## src/rtl/duel_iso_pkg.sv

```systemverilog
package duel_iso_pkg;
  typedef enum logic {
    ART_ALWAYS    = 1'b0,
    ART_SOMETIMES = 1'b1
  } art_mode_e;
endpackage

```

## src/rtl/duel_iso_mask_store.sv

```systemverilog
module duel_iso_mask_store #(
  parameter int NUM_RES = 16,
  parameter int NUM_CFG = 8,
  localparam int CFG_W = $clog2(NUM_CFG)
) (
  input  logic               clk_i,
  input  logic               rst_ni,
  input  logic               we_i,
  input  logic [CFG_W-1:0]   waddr_i,
  input  logic [NUM_RES-1:0] wmask_i,
  input  logic [CFG_W-1:0]   left_i,
  input  logic [CFG_W-1:0]   right_i,
  output logic [NUM_RES-1:0] union_o
);
  logic [NUM_CFG-1:0][NUM_RES-1:0] mask_q;

  for (genvar g = 0; g < NUM_CFG; g++) begin : g_mask
    always_ff @(posedge clk_i or negedge rst_ni) begin
      if (!rst_ni) mask_q[g] <= '0;
      else if (we_i && waddr_i == CFG_W'(g)) mask_q[g] <= wmask_i;
    end
  end

  assign union_o = mask_q[left_i] | mask_q[right_i];
endmodule

```

## src/rtl/duel_iso_pick.sv

```systemverilog
module duel_iso_pick #(
  parameter int COUNT = 4,
  parameter int BASE  = 0,
  parameter int FIT_W = 8,
  parameter int CFG_W = 3
) (
  input  logic [COUNT-1:0][FIT_W-1:0] fit_i,
  output logic [CFG_W-1:0]            idx_o
);
  logic [FIT_W-1:0] best;

  // strict compare keeps the lowest index on ties
  always_comb begin
    best  = fit_i[0];
    idx_o = CFG_W'(BASE);
    for (int i = 1; i < COUNT; i++) begin
      if (fit_i[i] > best) begin
        best  = fit_i[i];
        idx_o = CFG_W'(BASE + i);
      end
    end
  end
endmodule

```

## src/rtl/duel_iso_fitness.sv

```systemverilog
module duel_iso_fitness #(
  parameter int NUM_CFG  = 8,
  parameter int FIT_W    = 8,
  parameter int FIT_INIT = 128,
  localparam int CFG_W = $clog2(NUM_CFG)
) (
  input  logic                          clk_i,
  input  logic                          rst_ni,
  input  logic                          upd_i,
  input  logic                          match_i,
  input  logic [CFG_W-1:0]              left_i,
  input  logic [CFG_W-1:0]              right_i,
  output logic [NUM_CFG-1:0][FIT_W-1:0] fit_o
);
  localparam logic [FIT_W-1:0] FIT_MAX = '1;

  for (genvar g = 0; g < NUM_CFG; g++) begin : g_fit
    logic hit;
    assign hit = upd_i && (left_i == CFG_W'(g) || right_i == CFG_W'(g));

    always_ff @(posedge clk_i or negedge rst_ni) begin
      if (!rst_ni) begin
        fit_o[g] <= FIT_W'(FIT_INIT);
      end else if (hit) begin
        if (match_i) begin
          if (fit_o[g] != FIT_MAX) fit_o[g] <= fit_o[g] + 1'b1;
        end else begin
          if (fit_o[g] != '0) fit_o[g] <= fit_o[g] - 1'b1;
        end
      end
    end
  end
endmodule

```

## src/rtl/duel_iso_suspect.sv

```systemverilog
module duel_iso_suspect
  import duel_iso_pkg::*;
#(
  parameter int NUM_RES = 16,
  localparam int RES_W = $clog2(NUM_RES)
) (
  input  logic               clk_i,
  input  logic               rst_ni,
  input  logic               upd_i,
  input  logic               match_i,
  input  logic               mode_i,
  input  logic [NUM_RES-1:0] pair_mask_i,
  output logic [NUM_RES-1:0] suspect_o,
  output logic               located_o,
  output logic [RES_W-1:0]   fault_idx_o,
  output logic               error_o
);
  logic [NUM_RES-1:0] cand;
  logic               seen_q;
  art_mode_e          mode;

  assign mode = art_mode_e'(mode_i);

  always_comb begin
    if (!match_i)                cand = suspect_o & pair_mask_i;
    else if (mode == ART_ALWAYS) cand = suspect_o & ~pair_mask_i;
    else                         cand = suspect_o;
  end

  always_ff @(posedge clk_i or negedge rst_ni) begin
    if (!rst_ni) begin
      suspect_o <= '1;
      seen_q    <= 1'b0;
      error_o   <= 1'b0;
    end else if (upd_i) begin
      if (!match_i) seen_q <= 1'b1;
      if (cand == '0) error_o   <= 1'b1;
      else            suspect_o <= cand;
    end
  end

  // priority encoder, lowest set bit wins
  always_comb begin
    fault_idx_o = '0;
    for (int i = NUM_RES - 1; i >= 0; i--) begin
      if (suspect_o[i]) fault_idx_o = RES_W'(i);
    end
  end

  assign located_o = seen_q && ($countones(suspect_o) == 1);
endmodule

```

## src/rtl/duel_isolator.sv

```systemverilog
module duel_isolator #(
  parameter int NUM_RES  = 16,
  parameter int NUM_CFG  = 8,
  parameter int FIT_W    = 8,
  parameter int FIT_INIT = 128,
  localparam int CFG_W = $clog2(NUM_CFG),
  localparam int RES_W = $clog2(NUM_RES),
  localparam int HALF  = NUM_CFG / 2
) (
  input  logic                     clk_i,
  input  logic                     rst_ni,
  input  logic                     cfg_we_i,
  input  logic [CFG_W-1:0]         cfg_waddr_i,
  input  logic [NUM_RES-1:0]       cfg_wmask_i,
  input  logic                     start_i,
  input  logic                     mode_i,
  input  logic                     res_valid_i,
  input  logic                     res_match_i,
  output logic                     pair_valid_o,
  output logic [CFG_W-1:0]         left_sel_o,
  output logic [CFG_W-1:0]         right_sel_o,
  output logic [NUM_RES-1:0]       suspect_o,
  output logic                     located_o,
  output logic [RES_W-1:0]         fault_idx_o,
  output logic                     error_o,
  output logic [NUM_CFG*FIT_W-1:0] fitness_o
);
  logic [NUM_CFG-1:0][FIT_W-1:0] fit;
  logic [CFG_W-1:0]              pick_l, pick_r;
  logic [NUM_RES-1:0]            pair_mask;
  logic                          upd;

  duel_iso_pick #(.COUNT(HALF), .BASE(0), .FIT_W(FIT_W), .CFG_W(CFG_W)) u_pick_l (
    .fit_i (fit[HALF-1:0]),
    .idx_o (pick_l)
  );

  duel_iso_pick #(.COUNT(HALF), .BASE(HALF), .FIT_W(FIT_W), .CFG_W(CFG_W)) u_pick_r (
    .fit_i (fit[NUM_CFG-1:HALF]),
    .idx_o (pick_r)
  );

  always_ff @(posedge clk_i or negedge rst_ni) begin
    if (!rst_ni) begin
      pair_valid_o <= 1'b0;
      left_sel_o   <= '0;
      right_sel_o  <= CFG_W'(HALF);
    end else if (!pair_valid_o) begin
      if (start_i) begin
        pair_valid_o <= 1'b1;
        left_sel_o   <= pick_l;
        right_sel_o  <= pick_r;
      end
    end else if (res_valid_i) begin
      pair_valid_o <= 1'b0;
    end
  end

  assign upd = pair_valid_o && res_valid_i;

  duel_iso_mask_store #(.NUM_RES(NUM_RES), .NUM_CFG(NUM_CFG)) u_masks (
    .clk_i   (clk_i),
    .rst_ni  (rst_ni),
    .we_i    (cfg_we_i),
    .waddr_i (cfg_waddr_i),
    .wmask_i (cfg_wmask_i),
    .left_i  (left_sel_o),
    .right_i (right_sel_o),
    .union_o (pair_mask)
  );

  duel_iso_fitness #(.NUM_CFG(NUM_CFG), .FIT_W(FIT_W), .FIT_INIT(FIT_INIT)) u_fit (
    .clk_i   (clk_i),
    .rst_ni  (rst_ni),
    .upd_i   (upd),
    .match_i (res_match_i),
    .left_i  (left_sel_o),
    .right_i (right_sel_o),
    .fit_o   (fit)
  );

  duel_iso_suspect #(.NUM_RES(NUM_RES)) u_susp (
    .clk_i       (clk_i),
    .rst_ni      (rst_ni),
    .upd_i       (upd),
    .match_i     (res_match_i),
    .mode_i      (mode_i),
    .pair_mask_i (pair_mask),
    .suspect_o   (suspect_o),
    .located_o   (located_o),
    .fault_idx_o (fault_idx_o),
    .error_o     (error_o)
  );

  assign fitness_o = fit;
endmodule

```

## config.mk

```make
export PLATFORM = sky130hd
export DESIGN_NAME = duel_isolator
export DESIGN_NICKNAME = d
export VERILOG_FILES = /design/src/rtl/duel_iso_pkg.sv /design/src/rtl/duel_iso_mask_store.sv /design/src/rtl/duel_iso_pick.sv /design/src/rtl/duel_iso_fitness.sv /design/src/rtl/duel_iso_suspect.sv /design/src/rtl/duel_isolator.sv
export SDC_FILE = /design/constraint.sdc
export NUM_CORES = 1
export LEC_CHECK = 0
export BUFFER_PORTS_ARGS = -buffer_cell sky130_fd_sc_hd__buf_2
export CORE_MARGIN = 2
export CORE_UTILIZATION = 40
export DETAILED_ROUTE_END_ITERATION = 10
export HOLD_SLACK_MARGIN = 0.03
export SETUP_SLACK_MARGIN = 0.05
export SYNTH_ARGS = -nofsm -noshare
export SYNTH_HDL_FRONTEND = slang
export SYNTH_SLANG_ARGS = --single-unit
```

## constraint.sdc

```tcl
create_clock -name clk_i -period 5.25 [get_ports clk_i]
set_input_delay 0.525 -clock clk_i [delete_from_list [all_inputs] [get_ports clk_i]]
set_output_delay 0.525 -clock clk_i [all_outputs]
set_load 0.02 [all_outputs]
```

[Yosys cells after proc, flatten, opt, wreduce, memory -nomap -nowiden]
Cells that the tools add are included.
Word-level totals
  register bits after elaboration: 217
  word-level logic and storage cells: 223
Operators by class
  add/subtract/negate cells: 31
  magnitude comparators: 8
  equality and inequality tests: 38
  muxes and demuxes: 59
  bitwise logic cells: 7
  reductions and logical operators: 58
Operators by type and width (count)
  adder 32 bit: 7
  two-way mux 8 bit: 28
  binary-select mux 16 bit (select 3 bit): 2
  adder 8 x 1 -> 8 bit, second input constant: 8
  two-way mux 16 bit: 4
  two-way mux 4 bit: 16
  != test 8 bit, second input constant: 8
  nonzero test 8 bit: 8
  subtractor 8 x 1 -> 8 bit, second input constant: 8
  greater-than comparator 8 bit: 6
  == test 3 bit, second input constant: 12
  AND 16 bit: 2
  == test 32 x 2 -> 1 bit, second input constant: 1
  AND reduction 3 bit: 8
  == test 3 x 2 -> 1 bit, second input constant: 6
  logical AND 1 bit: 18
  adder 1 x 1 -> 2 bit: 8
  zero test 16 bit: 1
  != test 2 x 1 -> 1 bit, second input constant: 8
  NOT 16 bit: 1
  OR 16 bit: 1
  nonzero test 2 bit: 8
  == test 3 x 1 -> 1 bit, second input constant: 3
  zero test 3 bit: 3
  other kinds (6): 26

[Longest topological paths before layout]
  depth in word-level cells: 16
  mapped depth: 26
  depth with buffers taken out: 25

[Modules after synthesis]
A second synthesis with hierarchy kept.
Unflattened totals
  cell total of the unflattened synthesis: 1411
  area, all modules: 16012.9 um^2
By module, submodules not included
  duel_iso_mask_store: instances 1, cells each 408, area each 6801.5 um^2
  duel_iso_fitness: instances 1, cells each 530, area each 5225.0 um^2
  duel_iso_pick: instances 2, cells each 131, area each 1002.2 um^2
  duel_iso_suspect: instances 1, cells each 193, area each 1684.1 um^2
  duel_isolator: instances 1, cells each 18, area each 297.8 um^2

[Least setup slack after synthesis]
No wires, ideal clock.
  path type: register to register
  start: register u_fit.fit_o[33] in the netlist's numbering
  end: register right_sel_o[0]
  setup time: 124 ps
  arrival time: 4839 ps
  data required time: 5126 ps
  setup slack: 287 ps
  cell stages (with the launch flop): 24
  path buffers: 1
  cell sequence: dfrtp_1 > inv_1 > ha_1 > nor2b_1 > o21a_1 > o21ai_0 > a21oi_1 > o22a_1 > clkbuf_1 > mux2_2 > ha_1 > nor2b_1 > o21a_1 > o21a_1 > o21bai_1 > a21oi_1 > mux2_2 > ha_1 > nor2b_1 > o21a_1 > o21ai_0 > a21oi_1 > o22a_1 > o31a_1
Between the ends
  longest elaborated chain between the ends: 6
  elaborated cells on any way between the ends: 8
Ends and longest elaborated chain
  start, declared: RTL line duel_iso_fitness.sv:13  | output logic [NUM_CFG-1:0][FIT_W-1:0] fit_o
  start signal, assigned by index: RTL line duel_iso_fitness.sv:23  | fit_o[g] <= FIT_W'(FIT_INIT);
  greater-than comparator 8 bit: RTL line duel_iso_pick.sv:17  | if (fit_i[i] > best) begin
  two-way mux 8 bit: RTL line duel_iso_pick.sv:17
  greater-than comparator 8 bit: RTL line duel_iso_pick.sv:17
  two-way mux 8 bit: RTL line duel_iso_pick.sv:17
  greater-than comparator 8 bit: RTL line duel_iso_pick.sv:17
  two-way mux 2 bit *: RTL line duel_iso_pick.sv:17
  end signal, assigned: RTL line duel_isolator.sv:47  | right_sel_o <= CFG_W'(HALF);
  end signal, assigned: RTL line duel_isolator.sv:52  | right_sel_o <= pick_r;
  end, declared: RTL line duel_isolator.sv:21  | output logic [CFG_W-1:0] right_sel_o,
Every way passes the cells marked *; elsewhere a longest branch is shown, timed or not.
A chain may end at the register's enable or synchronous reset.

[Worst setup path after layout]
  start: register u_susp.suspect_o[14]
  end: output port located_o
Between the ends
  longest elaborated chain between the ends: 6
Ends and longest elaborated chain
  start, declared: RTL line duel_iso_suspect.sv:13  | output logic [NUM_RES-1:0] suspect_o,
  start signal, assigned: RTL line duel_iso_suspect.sv:38  | else suspect_o <= cand;
  adder 1 x 1 -> 2 bit (implied by the code): RTL line duel_iso_suspect.sv:50  | assign located_o = seen_q && ($countones(suspect_o) == 1);
  adder 32 bit (implied by the code) (3 in a row): RTL line duel_iso_suspect.sv:50
  == test 32 x 2 -> 1 bit: RTL line duel_iso_suspect.sv:50
  logical AND 1 bit: RTL line duel_iso_suspect.sv:50
  end, declared: RTL line duel_isolator.sv:23  | output logic located_o,
Every way passes these cells.

==> results <==
- The run finished with clean final reports.
- For this run, the post-layout net count is 1488.
- Row generation in the floorplan step produced 67 rows.
- The static power due to leakage is 7.13 nW.
- The synthesized design contains 215 register bits.
- Port buffering added 116 buffers.
- The proportion of netlist area held by the largest area contributor is 0.351.
- The via count is 9863.
- The routed wirelength normalized by instance count is 18.4 µm.
- For this run, the detailed router's first-pass iteration total came to 4.
- Measured against its own limit, the worst slew margin works out to 0.354.
- After synthesis, the share of flip-flops with an asynchronous set or reset is 1.00.
- STA classifies the critical path endpoint as an output pin.
- From left edge to right edge, the die measures about 190 µm.
- The detailed router finished its first iteration with 450 violations.
- For this run, the total global-route usage over all layers was measured as 0.186.
- The distinct cell type count after synthesis is 59.
- The area growth from synthesis to layout is 15.2%.
- The slowest stage of the critical path is the dfstp_2 cell.
- The maximum number of pins on one net before global-route repair is 118.
- Traced cell by cell, the critical path runs through inv_1 > ha_1 > inv_1 > fa_2 > fa_1 > fa_1 > inv_2 > fa_1 > ha_2 > fa_1 > nor4b_2 > and3_1 > buf_4.
- Setup repair after global routing left no endpoint under its margin.
- The clock period could shrink to 5.11 ns.
- Based on the critical path, the design can be clocked at up to 196 MHz.
- The core area is 33500 µm².
- The cell with the most instances after synthesis is dfrtp_1.
- The highest net fanout along the worst path is 3.
- The via count of the first global-routing pass is 9763.
- The number of nets produced by synthesis is 1355.
- The clock root buffer is clkbuf_16.
- For this block, the routed nets add up to 33100 µm of wire.
- Among all flip-flop cells after synthesis, the most frequent one is dfrtp_1.
- The count of final hold-check violations came to 0.
- The sort of element at the start of the critical path is a flip-flop.
- After legalization and detailed placement, the total HPWL measured 22600 µm.
- The mean instance size in the synthesized netlist is 11.4 µm².
- In this run the worst hold path is classified as in2async.
- After global routing the overflow that remains totals 0.
- After routing, the total negative slack on setup checks comes to 0 ns.
- The total area of sequential cells is 5410 µm².
- Setup violations remaining at the end of the flow were counted as 0.
- The area of the multi-input gates is 7770 µm².
- The detailed-route DRC error count is 0.
- The first global-routing pass estimated between 50000 and 60000 µm of wire.
- IR analysis of the VDD net gives a maximum drop of 808 µV.
- The final-layout fill cell count is 3152.
- Yosys attributes the largest share of cell area to dfrtp_1 35%, mux2_2 13%, ha_1 10%.
- The sequential element share of the synthesized area is 0.397.
- CTS saw 215 sinks.
- The vias per cell is 5.48.
- The TritonCTS clock tree is built.
- After clock tree synthesis, the clock-pin slew on the worst setup and hold paths is 0.06 ns.
- The cell with the most instances on the worst path is fa_1.
- The final worst hold slack is 0.0692 ns.
- The category of the critical setup timing path is reg2out.
- The die span in y is around 190 µm.
- In this run the count of I/O pins placed on the die edge is about 120.
- In this run the number of H-tree levels came out at 1.
- The remaining number of nets flagged by the antenna check after routing is 0.
- The power per cell area is around 730 nW/µm².
- The required time of the critical path is approximately 4.7 ns.
- The count of warnings emitted by yosys is 0.
- The number of buffers inserted by hold repair at cts is 0.
- The largest single stage delay on the critical path is 0.53 ns.
- The final clock skew is approximately 0.008 ns.
- The cell type with the highest aggregate area in the netlist is dfrtp_1.
- The fraction of layout instances using a drive strength above 1 is 0.317.
- The number of antenna violations at the first check in global routing was 0.
- The congestion estimate from routability-driven global placement came to 0.894.
- In the synthesized netlist, the cells that appear most often are 191 x dfrtp_1, 157 x mux2_2, 111 x ha_1.
- The synthesized instance count is about 1200.
- The number of enable flip-flop cells after synthesis is 0.
- The area of the mapped netlist is approximately 14000 µm².
- The endpoint arrival time on the critical path is 4.59 ns.
- For the worst-skew pair, the clock arrives at the later sink with an insertion delay of 0.52 ns.
- The die covers 35500 µm².
- The final clock period utilization by the worst path is 0.974.
- The antenna diode count is 0.
- The buffer levels on the longest clock path is 3.
- The effective utilization at floorplan is 0.406.
- The number of clock buffers inserted by TritonCTS is 26.
- The count of pins over their slew limit is 0.
- The max-cap violation count is 0.
- The measured slew at the worst slew-check pin is about 0.96 ns.
cells by family after synthesis:
kind of cell,count (synthesis),synth area share
other cells,2,0.000551
mux,212,0.203
xor+xnor,56,0.0360
buf+inv,117,0.0356
simple gates,241,0.0901
fa+ha+maj,130,0.130
compound gates,226,0.108
flops,215,0.397
what timing repair did:
| item | 4_1_cts | 5_1_grt |
|---|---|---|
| setup endpoints to repair | 1 | 3 |
| buffers inserted | 2 | 3 |
| resized for setup | 2 | 12 |
| pin swaps | 1 | 8 |
critical path, delay by kind of cell, from the launching register on:
family / cells / cell delay [ns]
adder cells (fa/ha/maj): 7 / 2.80
flip-flops: 1 / 0.53
buffers and inverters: 4 / 0.30
AND/OR/NAND/NOR: 2 / 0.43
power breakdown:
group,internal [W],leakage (nW),switching [W]
registers,0.00225,2.52,0.000717
logic,0.00315,4.20,0.00353
clock network,0.00103,0.411,0.000709
per-stage QoR:
step	util	area [µm²]	cells	setup WS, ns	power [W]
6_report	0.468	15700	1800	0.139	0.0114
5_1_grt	0.468	15700	1800	0.0148	0.0124
4_1_cts	0.466	15600	1797	0.0567	0.0114
3_5_place_dp	0.441	14800	1747	0.272	0.00951
3_3_place_gp	0.441	14800	1747	0.490	0.00936
2_1_floorplan	-	13600	1199	0.287	0.00773
layout by cell type, fill, tap and decap left out, types with 9 or more instances in the layout:
cell / Yosys / routed
xor2_1: 21 / 21
o21ai_0: 50 / 49
nor3_1: 33 / 31
dfstp_2: 24 / 24
buf_4: 4 / 29
nor2_1: 61 / 61
mux4_1: 11 / 11
mux4_2: 21 / 21
nand4_1: 27 / 27
a21o_1: 39 / 38
a21oi_1: 66 / 65
ha_1: 111 / 110
buf_2: 7 / 114
nand2_1: 40 / 40
xnor2_1: 35 / 35
a21oi_2: 8 / 9
clkbuf_16: 0 / 27
mux2_2: 157 / 157
nor2b_1: 17 / 17
mux2i_1: 23 / 23
o21a_1: 10 / 10
dfrtp_1: 191 / 190
inv_1: 76 / 73
o21bai_1: 11 / 11
nand3_1: 19 / 19
and2_1: 10 / 10
fa_1: 19 / 16
state kept, by name, summed over array words and instances (netlist names):
register          count
u_masks.mask_q      128
u_fit.fit_o          64
u_susp.suspect_o     16
left_sel_o            2
right_sel_o           2
pair_valid_o          1
u_susp.error_o        1
u_susp.seen_q         1
layer usage:
| metal | part of all wire | track usage |
|---|---|---|
| met5 | 0 | 0 |
| met4 | 0.017 | 0.0469 |
| met3 | 0.045 | 0.0281 |
| met2 | 0.46 | 0.298 |
| met1 | 0.48 | 0.266 |
final cells by class:
type | instances | share of cell area
multi-input combinational | 867 | 0.495
sequential | 215 | 0.345
timing repair buffer | 145 | 0.0525
clock buffer | 35 | 0.0469
tap | 448 | 0.0357
inverter | 77 | 0.0184
clock inverter | 13 | 0.00646
path summary, 6_finish.rpt:
path | startpoint | to | slack, ns | depth (start not counted)
worst max-delay path | u_susp.suspect_o[14]$_DFFE_PN1P_ | located_o | 0.14 | 13
worst min-delay path | rst_ni | u_fit.fit_o[58]$_DFFE_PN0P_ | 0.07 | 1
worst max register to register | u_fit.fit_o[33]$_DFFE_PN0P_ | right_sel_o[0]$_DFFE_PN0P_ | 0.39 | 23
worst min register to register | u_susp.seen_q$_DFFE_PN0P_ | u_susp.seen_q$_DFFE_PN0P_ | 0.48 | 1
max in group asynchronous | rst_ni | u_masks.mask_q[102]$_DFFE_PN0P_ | 4.10 | 2
min in group clk_i | start_i | pair_valid_o$_DFF_PN0_ | 0.25 | 3
Power figures use the tool's default switching activity.
